`config.mk`:
```
export PLATFORM = sky130hd
export DESIGN_NAME = uart_fifo_trig_regs
export DESIGN_NICKNAME = d
export VERILOG_FILES = /design/src/rtl/utr_pkg.sv /design/src/rtl/utr_regfile.sv /design/src/rtl/utr_thresh.sv /design/src/rtl/utr_rdmux.sv /design/src/rtl/uart_fifo_trig_regs.sv
export SDC_FILE = /design/constraint.sdc
export NUM_CORES = 1
export LEC_CHECK = 0
export BUFFER_PORTS_ARGS = -buffer_cell sky130_fd_sc_hd__buf_2
export CAP_MARGIN = 20
export CORE_AREA = 3 3 110 59
export DETAILED_ROUTE_END_ITERATION = 8
export DIE_AREA = 0 0 113 62
export PLACE_DENSITY = 0.79
export SYNTH_ARGS = -nofsm -noshare
export SYNTH_HDL_FRONTEND = slang
export SYNTH_SLANG_ARGS = --single-unit
```
`constraint.sdc`:
```
create_clock -name clk -period 2.6 [get_ports clk]
set_input_delay 0.52 -clock clk [delete_from_list [all_inputs] [get_ports clk]]
set_output_delay 0.52 -clock clk [all_outputs]
set_load 0.02 [all_outputs]
```
`src/rtl/utr_pkg.sv`:
```
package utr_pkg;

    localparam logic [7:0] CFG_KEY   = 8'hBF;
    localparam int         A_FCTL    = 0;
    localparam int         A_TRIG    = 1;
    localparam int         A_LEVEL   = 2;
    localparam int         A_SPAD    = 7;

    // Feature control bit positions
    localparam int FB_INV  = 2;
    localparam int FB_HDX  = 3;
    localparam int FB_TLO  = 4;
    localparam int FB_SWAP = 6;
    localparam int FB_DIR  = 7;

    typedef struct packed {
        logic [7:0] fctl;
        logic [7:0] rx_prog;
        logic [7:0] tx_prog;
        logic [7:0] spad;
        logic [7:0] emode;
    } utr_regs_t;

    // Fixed thresholds of tables A..C (table D handled by caller)
    function automatic logic [7:0] fixed_thr(input logic is_tx,
                                             input logic [1:0] tbl,
                                             input logic [1:0] code);
        logic [7:0] r;
        r = 8'd0;
        case ({is_tx, tbl})
            3'b0_00: case (code) 2'd0: r = 8'd8;  2'd1: r = 8'd16; 2'd2: r = 8'd56; default: r = 8'd60; endcase
            3'b0_01: case (code) 2'd0: r = 8'd1;  2'd1: r = 8'd4;  2'd2: r = 8'd8;  default: r = 8'd14; endcase
            3'b0_10: case (code) 2'd0: r = 8'd16; 2'd1: r = 8'd24; 2'd2: r = 8'd40; default: r = 8'd48; endcase
            3'b1_00: case (code) 2'd0: r = 8'd8;  2'd1: r = 8'd16; 2'd2: r = 8'd32; default: r = 8'd56; endcase
            3'b1_01: case (code) 2'd0: r = 8'd2;  2'd1: r = 8'd4;  2'd2: r = 8'd8;  default: r = 8'd12; endcase
            3'b1_10: case (code) 2'd0: r = 8'd8;  2'd1: r = 8'd16; 2'd2: r = 8'd24; default: r = 8'd40; endcase
            default: r = 8'd0;
        endcase
        return r;
    endfunction

endpackage

```
`src/rtl/utr_regfile.sv`:
```
module utr_regfile
    import utr_pkg::*;
#(
    parameter int ADDR_W = 3
) (
    input  logic              clk,
    input  logic              rst_n,
    input  logic [ADDR_W-1:0] addr,
    input  logic              wr,
    input  logic [7:0]        wdata,
    input  logic              cfg_open,
    output utr_regs_t         regs
);

    localparam logic [ADDR_W-1:0] AD_FCTL = ADDR_W'(A_FCTL);
    localparam logic [ADDR_W-1:0] AD_TRIG = ADDR_W'(A_TRIG);
    localparam logic [ADDR_W-1:0] AD_SPAD = ADDR_W'(A_SPAD);

    utr_regs_t regs_d, regs_q;

    always_comb begin
        regs_d = regs_q;
        if (wr) begin
            if (cfg_open) begin
                if (addr == AD_FCTL) begin
                    regs_d.fctl = {wdata[7:2], 2'b00};
                end else if (addr == AD_TRIG) begin
                    if (regs_q.fctl[FB_DIR]) regs_d.tx_prog = wdata;
                    else                     regs_d.rx_prog = wdata;
                end
            end else if (addr == AD_SPAD) begin
                if (regs_q.fctl[FB_SWAP]) regs_d.emode = wdata;
                else                      regs_d.spad  = wdata;
            end
        end
    end

    always_ff @(posedge clk or negedge rst_n) begin
        if (!rst_n) regs_q <= '0;
        else        regs_q <= regs_d;
    end

    assign regs = regs_q;

    assert_rsvd_zero_R2: assert property (@(posedge clk) disable iff (!rst_n)
        regs_q.fctl[1:0] == 2'b00);

    assert_closed_fctl_R2: assert property (@(posedge clk) disable iff (!rst_n)
        (wr && !cfg_open && addr == AD_FCTL) |=> $stable(regs_q.fctl));

    assert_trig_dir_R3: assert property (@(posedge clk) disable iff (!rst_n)
        (wr && cfg_open && addr == AD_TRIG && !regs_q.fctl[FB_DIR]) |=> $stable(regs_q.tx_prog));

    assert_swap_keeps_spad_R9: assert property (@(posedge clk) disable iff (!rst_n)
        (wr && !cfg_open && addr == AD_SPAD && regs_q.fctl[FB_SWAP]) |=> $stable(regs_q.spad));

endmodule

```
`src/rtl/utr_thresh.sv`:
```
module utr_thresh
    import utr_pkg::*;
#(
    parameter int CNT_W = 7,
    parameter bit IS_TX = 1'b0
) (
    input  logic [1:0]       tbl,
    input  logic [1:0]       code,
    input  logic [7:0]       prog,
    input  logic [CNT_W-1:0] cnt,
    output logic [7:0]       thr,
    output logic             hit
);

    logic [7:0] cnt_ext;

    always_comb begin
        cnt_ext = 8'(cnt);
        thr     = (tbl == 2'd3) ? prog : fixed_thr(IS_TX, tbl, code);
    end

    generate
        if (IS_TX) begin : g_tx
            assign hit = (cnt_ext <= thr);
        end else begin : g_rx
            assign hit = (cnt_ext >= thr);
        end
    endgenerate

endmodule

```
`src/rtl/utr_rdmux.sv`:
```
module utr_rdmux
    import utr_pkg::*;
#(
    parameter int ADDR_W = 3,
    parameter int CNT_W  = 7
) (
    input  logic [ADDR_W-1:0] addr,
    input  logic              rd,
    input  logic              cfg_open,
    input  utr_regs_t         regs,
    input  logic [CNT_W-1:0]  rx_cnt,
    input  logic [CNT_W-1:0]  tx_cnt,
    output logic [7:0]        rdata
);

    localparam logic [ADDR_W-1:0] AD_FCTL  = ADDR_W'(A_FCTL);
    localparam logic [ADDR_W-1:0] AD_TRIG  = ADDR_W'(A_TRIG);
    localparam logic [ADDR_W-1:0] AD_LEVEL = ADDR_W'(A_LEVEL);
    localparam logic [ADDR_W-1:0] AD_SPAD  = ADDR_W'(A_SPAD);

    logic [7:0] level_sel;

    always_comb begin
        level_sel = regs.fctl[FB_DIR] ? 8'(tx_cnt) : 8'(rx_cnt);
        rdata     = 8'h00;
        if (rd) begin
            if (cfg_open) begin
                if (addr == AD_FCTL)       rdata = regs.fctl;
                else if (addr == AD_TRIG)  rdata = regs.fctl[FB_DIR] ? regs.tx_prog : regs.rx_prog;
                else if (addr == AD_LEVEL) rdata = level_sel;
            end else if (addr == AD_SPAD) begin
                rdata = regs.fctl[FB_SWAP] ? level_sel : regs.spad;
            end
        end
    end

endmodule

```
`src/rtl/uart_fifo_trig_regs.sv`:
```
module uart_fifo_trig_regs
    import utr_pkg::*;
#(
    parameter int ADDR_W = 3,
    parameter int CNT_W  = 7
) (
    input  logic              clk,
    input  logic              rst_n,
    input  logic [ADDR_W-1:0] reg_addr,
    input  logic              reg_rd,
    input  logic              reg_wr,
    input  logic [7:0]        reg_wdata,
    output logic [7:0]        reg_rdata,
    input  logic [7:0]        lcr_val,
    input  logic [1:0]        rx_level_code,
    input  logic [1:0]        tx_level_code,
    input  logic [CNT_W-1:0]  rx_count,
    input  logic [CNT_W-1:0]  tx_count,
    output logic [1:0]        table_sel,
    output logic [7:0]        rx_threshold,
    output logic [7:0]        tx_threshold,
    output logic              irda_rx_invert,
    output logic              half_duplex_en,
    output logic [7:0]        enh_mode,
    output logic              rx_trig_hit,
    output logic              tx_trig_hit
);

    utr_regs_t regs;
    logic      cfg_open;

    assign cfg_open = (lcr_val == CFG_KEY);

    utr_regfile #(.ADDR_W(ADDR_W)) u_regfile (
        .clk      (clk),
        .rst_n    (rst_n),
        .addr     (reg_addr),
        .wr       (reg_wr),
        .wdata    (reg_wdata),
        .cfg_open (cfg_open),
        .regs     (regs)
    );

    utr_thresh #(.CNT_W(CNT_W), .IS_TX(1'b0)) u_rx_thr (
        .tbl  (regs.fctl[FB_TLO +: 2]),
        .code (rx_level_code),
        .prog (regs.rx_prog),
        .cnt  (rx_count),
        .thr  (rx_threshold),
        .hit  (rx_trig_hit)
    );

    utr_thresh #(.CNT_W(CNT_W), .IS_TX(1'b1)) u_tx_thr (
        .tbl  (regs.fctl[FB_TLO +: 2]),
        .code (tx_level_code),
        .prog (regs.tx_prog),
        .cnt  (tx_count),
        .thr  (tx_threshold),
        .hit  (tx_trig_hit)
    );

    utr_rdmux #(.ADDR_W(ADDR_W), .CNT_W(CNT_W)) u_rdmux (
        .addr     (reg_addr),
        .rd       (reg_rd),
        .cfg_open (cfg_open),
        .regs     (regs),
        .rx_cnt   (rx_count),
        .tx_cnt   (tx_count),
        .rdata    (reg_rdata)
    );

    assign table_sel      = regs.fctl[FB_TLO +: 2];
    assign irda_rx_invert = regs.fctl[FB_INV];
    assign half_duplex_en = regs.fctl[FB_HDX];
    assign enh_mode       = regs.emode;

    assert_idle_bus_R10: assert property (@(posedge clk) disable iff (!rst_n)
        !reg_rd |-> reg_rdata == 8'h00);

    assert_table_d_R4: assert property (@(posedge clk) disable iff (!rst_n)
        (table_sel == 2'd3) |-> (rx_threshold == regs.rx_prog && tx_threshold == regs.tx_prog));

endmodule

```
# Word level (Yosys, flattened, before mapping)
# Index checks and enable logic that the tools add are counted.
dict set report word_totals {
  output_inout_bits 38
  elab_cells 50
  regBits 38
  in_bits 41
}
dict set report classes {
  eq_ne 11
  bitwise_logic 4
  muxes 19
  order_cmp 2
  reduce_logical 9
}
# operator n
set ops {}
lappend ops {{two-way mux 8 bit} 10}
lappend ops {{one-hot mux 6 bit (3 select lines)} 4}
lappend ops {{one-hot mux 8 bit (3 select lines)} 2}
lappend ops {{one-hot mux 4 bit (3 select lines)} 2}
lappend ops {{AND reduction 5 bit} 2}
lappend ops {{equality test 2 bit, second input constant} 4}
lappend ops {{equality test 8 bit, second input constant} 1}
lappend ops {{>= comparator 7 x 8 -> 1 bit} 1}
lappend ops {{<= comparator 7 x 8 -> 1 bit} 1}
lappend ops {{AND reduction 4 bit} 2}
lappend ops {{two-way mux 7 bit} 1}
lappend ops {{equality test 2 x 1 -> 1 bit, second input constant} 3}
lappend ops {{zero test 2 bit} 3}
lappend ops {{inverter 1 bit} 4}
lappend ops {{equality test 3 x 1 -> 1 bit, second input constant} 1}
lappend ops {{equality test 3 x 2 -> 1 bit, second input constant} 1}
lappend ops {{equality test 3 bit, second input constant} 1}
lappend ops {{zero test 3 bit} 1}
lappend ops {{AND reduction 3 bit} 1}

# Longest topological paths before layout
dict set report logic_depth {
  word_depth 6
  depth_mapped 10
  ltp_nobuf 10
}

# Cells and area by module
# From an unflattened synthesis, not the netlist that was laid out.
dict set report unflattened {
  cells_unflattened 272
  area_unflattened_um2 2910.3
}
# mod n_inst area_per_inst_um2 cells_each seq_area_each_um2
set by_module_without_submodules {}
lappend by_module_without_submodules {utr_regfile 1 1503.9 90 950.9}
lappend by_module_without_submodules {utr_rdmux 1 504.2 65 0.0}
lappend by_module_without_submodules {{utr_thresh (u_rx_thr)} 1 465.4 59 0.0}
lappend by_module_without_submodules {{utr_thresh (u_tx_thr)} 1 417.9 55 0.0}
lappend by_module_without_submodules {uart_fifo_trig_regs 1 18.8 3 0.0}

# Worst setup path after synthesis
# Ideal clock, no wire load.
dict set report synth_timing {
  path_type {input to output}
  from {input port tx_level_code[0]}
  to {output port tx_trig_hit}
  setup_slack_ns -0.516
  required_ns 2.080
  path_stages 10
  n_path_buf 0
  t_arrival_ns 2.596
  path_cell_list {inv_1 > ha_1 > a21oi_1 > o21ai_0 > inv_1 > ha_1 > a21o_1 > a21oi_1 > nand2b_1 > o21ai_0}
}
dict set report synth_via {
  elab_chain_len 5
  word_cells_on_any_way 9
  cone_classes {order compare: 1; eq/ne: 2; mux: 5; reduce/logical: 1}
}
# element line_no
set synth_rtl {}
lappend synth_rtl {{from (decl)} uart_fifo_trig_regs.sv:16} ;# input logic [1:0] tx_level_code,
lappend synth_rtl {{equality test 2 bit (tied with other cells)} {utr_pkg.sv:34, utr_pkg.sv:36}}
lappend synth_rtl {{one-hot mux 6 bit (3 select lines) (on tied branches)} {utr_pkg.sv:36, utr_pkg.sv:34}}
lappend synth_rtl {{one-hot mux 8 bit (3 select lines) (*)} utr_pkg.sv:30} ;# case ({is_tx, tbl})
lappend synth_rtl {{two-way mux 8 bit (*)} utr_thresh.sv:19} ;# thr = (tbl == 2'd3) ? prog : fixed_thr(IS_TX, tbl, code);
lappend synth_rtl {{named net tx_threshold[5]} uart_fifo_trig_regs.sv:21} ;# output logic [7:0] tx_threshold,
lappend synth_rtl {{<= comparator 7 x 8 -> 1 bit (*)} utr_thresh.sv:24} ;# assign hit = (cnt_ext <= thr);
lappend synth_rtl {{to (decl)} uart_fifo_trig_regs.sv:26} ;# output logic tx_trig_hit
# The timed path passes the listed nets; every way through them passes the cells marked *.

# Worst setup path in the final report
dict set report layout_timing {
  from {input port tx_level_code[0]}
  to {output port tx_trig_hit}
}
dict set report layout_via {
  elab_chain_len 5
  word_cells_on_any_way 9
  cone_classes {order compare: 1; eq/ne: 2; mux: 5; reduce/logical: 1}
}
# element line_no
set layout_rtl {}
lappend layout_rtl {{equality test 2 bit (tied with other cells)} {utr_pkg.sv:34, utr_pkg.sv:35, utr_pkg.sv:36}}
lappend layout_rtl {{one-hot mux 4 bit (3 select lines) (tied with other cells)} utr_pkg.sv:35} ;# 3'b1_01: case (code) 2'd0: r = 8'd2; 2'd1: r = 8'd4; 2'd2: r = 8'd8; default: r = 8'd12; endcase
lappend layout_rtl {{one-hot mux 8 bit (3 select lines) (*)} utr_pkg.sv:30}
lappend layout_rtl {{two-way mux 8 bit (*)} utr_thresh.sv:19}
lappend layout_rtl {{<= comparator 7 x 8 -> 1 bit (*)} utr_thresh.sv:24}
# Mark *: on every way between the ends. The rest lies on a longest branch, timed or not.

==> run_results.csv <==
group,metric,value,unit
outcome,status,"finished, violations left",
outcome,violations,"negative setup slack",
timing,layout_min_cycle_time,2761,ps
detailed_routing,first_pass_iters,8,
clock_network,clk_pin_slew,50,ps
yosys,syn_nets,350,
cells_and_area,fillers,373,
clock_network,cts_tree,"done",
yosys,ys.flop_type,"dfrtp_1",
global_routing,antenna_found_initial,0,
worst_hold_path,min_path_type,"in2async",
worst_setup_path,end_kind,"primary output",
timing,rsz0062_at_grt,"yes",
worst_setup_path,cp_max_fo,4,
yosys,avgSynthCellArea,10.38,sq um
detailed_routing,wire_per_inst,19.27,microns
clock_network,root_buffer,"clkbuf_16",
worst_setup_path,cp.arrival,2240,ps
flow_run,cap_violations,0,
floorplan,fp.dieH,62,microns
worst_setup_path,crit_type,"in2out",
worst_setup_path,cpPeakStageDelay,250,ps
clock_network,clk-insertion-delay-late,280,ps
yosys,synth_cells,282,
power_and_ir_drop,ir_drop,0.0003580,V
floorplan,dieArea,7006,sq um
power_and_ir_drop,leakage,1.993,nW
place,gp_congestion,0.9221,
cells_and_area,drive_gt1_frac,0.5853,
worst_setup_path,timing.critical_path.buf_inv,3,
timing,setup_viol_count_final,2,
worst_setup_path,cp_data_required_time,2080,ps
timing,max_freq,362.2,MHz
floorplan,rows,19,
worst_setup_path,crit_family,"compound AO/OA/AOI/OAI gates",
clock_network,clockBufferDepth,2,
timing,fin_skew,1.053,ps
detailed_routing,drc,0,
power_and_ir_drop,cellPowerDensity,398.5,nW/um^2
cells_and_area,fin_nets,448,
worst_setup_path,crit_chain,"buf_8 > inv_4 > ha_4 > nor2b_4 > a21o_1 > a21oi_4 > ha_4 > a21o_1 > a21oi_2 > nand2b_1 > o21ai_2 > buf_6",
detailed_routing,routed_wl,8.748,mm
place,dp_cells,436,
yosys,ys_seq_elements,38,
clock_network,cts_sinks,38,
global_routing,grtUsageTotal,0.2403,
detailed_routing,via_per_inst,5.808,
cells_and_area,largest_reg_flops,38,
global_routing,first_global_vias,2508,
cells_and_area,num_antenna_cells,0,
global_routing,grt_max_degree,39,
timing,worst_pin_slew,820.4,ps
clock_network,holdBufCountCts,0,
cells_and_area,final_cells,454,
yosys,yosys.cell_types.count,50,
global_routing,grt_pass1_wl,12.89,mm
cells_and_area,layout_common_cells,"buf_2, mux2_2, dfrtp_1",
timing,setup_ws,-160.6,ps
yosys,syn_area,2927,sq um
floorplan,start_util,0.5306,
yosys,synth_edf_count,0,
cells_and_area,mostFrequentLayoutCell,"buf_2",
detailed_routing,initialDrtViolationCount,150,
place,io_buffer_count,78,
yosys,ys_warn_count,0,
detailed_routing,postRouteAntennaNets,0,
power_and_ir_drop,power.total,1.591,mW
cells_and_area,area_delta_synth_final,36.43,%
timing,post-route-period-util,1.062,
floorplan,core_area,5515,sq um
timing,slew_viol_final,0,
clock_network,numCtsBuffers,5,
worst_setup_path,start_kind,"input pin",
yosys,synth_seq_area_share,0.3249,
timing,hold_viol,0,
detailed_routing,num_vias,2637,
yosys,async_flop_share,1.000,
place,hpwl,6.121,mm
worst_setup_path,crit_slowest_cell,"ha_4",
timing,max_slew_margin,0.4531,
floorplan,die_w,113,microns
clock_network,h-tree-depth,2,
global_routing,grt_overflow,0,
floorplan,ios,79,
[area by class of cell]
cell class                 count  area [sq um]  area share
clock inverter                 1         5.005    0.001254
timing repair buffer         113         709.4      0.1777
multi-input combinational    202          2007      0.5027
tap                           73         91.34     0.02288
inverter                      20         82.58     0.02068
sequential                    38         954.7      0.2391
clock buffer                   7         142.6     0.03573
[stage by stage]
| step | hold slack, ps | setup TNS, ps | cell area (sq um) | worst slack, ps | util |
|---|---|---|---|---|---|
| after floorplan | 224.4 | 0 | 2942 | 33.35 | - |
| after global placement | 483.4 | -405.5 | 3473 | -277.9 | 0.6298 |
| after detailed placement | 489.7 | -576.1 | 3473 | -373.5 | 0.6298 |
| after CTS | 365.7 | -116.2 | 3872 | -62.23 | 0.7021 |
| after global routing | 404.6 | -308.7 | 3993 | -190.6 | 0.7239 |
| final | 339.1 | -202.4 | 3993 | -160.6 | 0.7239 |
[cell families (layout without fill, tap and decap cells)]
group	Yosys count	count (layout)	share of synthesized area
multiplexers	62	62	0.2326
flip-flops	38	38	0.3249
AND/OR/NAND/NOR	67	67	0.1454
buffers and inverters	42	141	0.07225
adder cells (fa/ha/maj)	27	27	0.1154
AO/OA/AOI/OAI	46	46	0.1094
[Yosys cell counts (5+ instances only)]
| cell | number | area, sq um |
|---|---|---|
| a21o_1 | 5 | 37.54 |
| a21oi_1 | 7 | 35.03 |
| and3_1 | 7 | 43.79 |
| buf_4 | 11 | 82.58 |
| clkbuf_1 | 5 | 18.77 |
| dfrtp_1 | 38 | 950.9 |
| ha_1 | 27 | 337.8 |
| inv_1 | 20 | 75.07 |
| mux2_2 | 46 | 518.0 |
| mux2i_1 | 14 | 140.1 |
| nand2_1 | 20 | 75.07 |
| nor2_1 | 7 | 26.28 |
| o21ai_0 | 12 | 60.06 |
[worst paths after layout]
path	end	depth (start not counted)	startpoint	slack, ps
min reg2reg	u_regfile.regs[0]	1	u_regfile.regs[0]	500
max reg2reg	u_regfile.regs[11]	2	u_regfile.regs[38]	1000
max	tx_trig_hit	12	tx_level_code[0]	-160
min in group clk	u_regfile.regs[0]	1	u_regfile.regs[0]	500
min	u_regfile.regs[11]	1	rst_n	340
max in group asynchronous	u_regfile.regs[39]	1	rst_n	1700
[report_power, final]
| part | total (mW) | internal (mW) | switching (mW) |
|---|---|---|---|
| logic | 0.354 | 0.169 | 0.185 |
| clock network | 0.595 | 0.379 | 0.215 |
| registers | 0.643 | 0.623 | 0.0200 |
| total | 1.59 | 1.17 | 0.420 |
[per-layer routing]
metal / track usage / wire length, microns / part of all wire / vias up
li1: - / - / - / 1221
met1: 0.3026 / 3795 / 0.43 / 1296
met2: 0.4377 / 4303 / 0.49 / 107
met3: 0.03772 / 542 / 0.062 / 13
met4: 0.08048 / 107 / 0.012 / 0
met5: 0 / 0 / 0 / -
[timing repair]
action / CTS / global route
hold endpoints to repair: 0 / 0
buffers inserted: 5 / 5
resized for setup: 51 / 21
pin swaps: 14 / 17
endpoints found under the setup margin: 2 / 9
No activity file was read; power rests on OpenSTA's default activity.
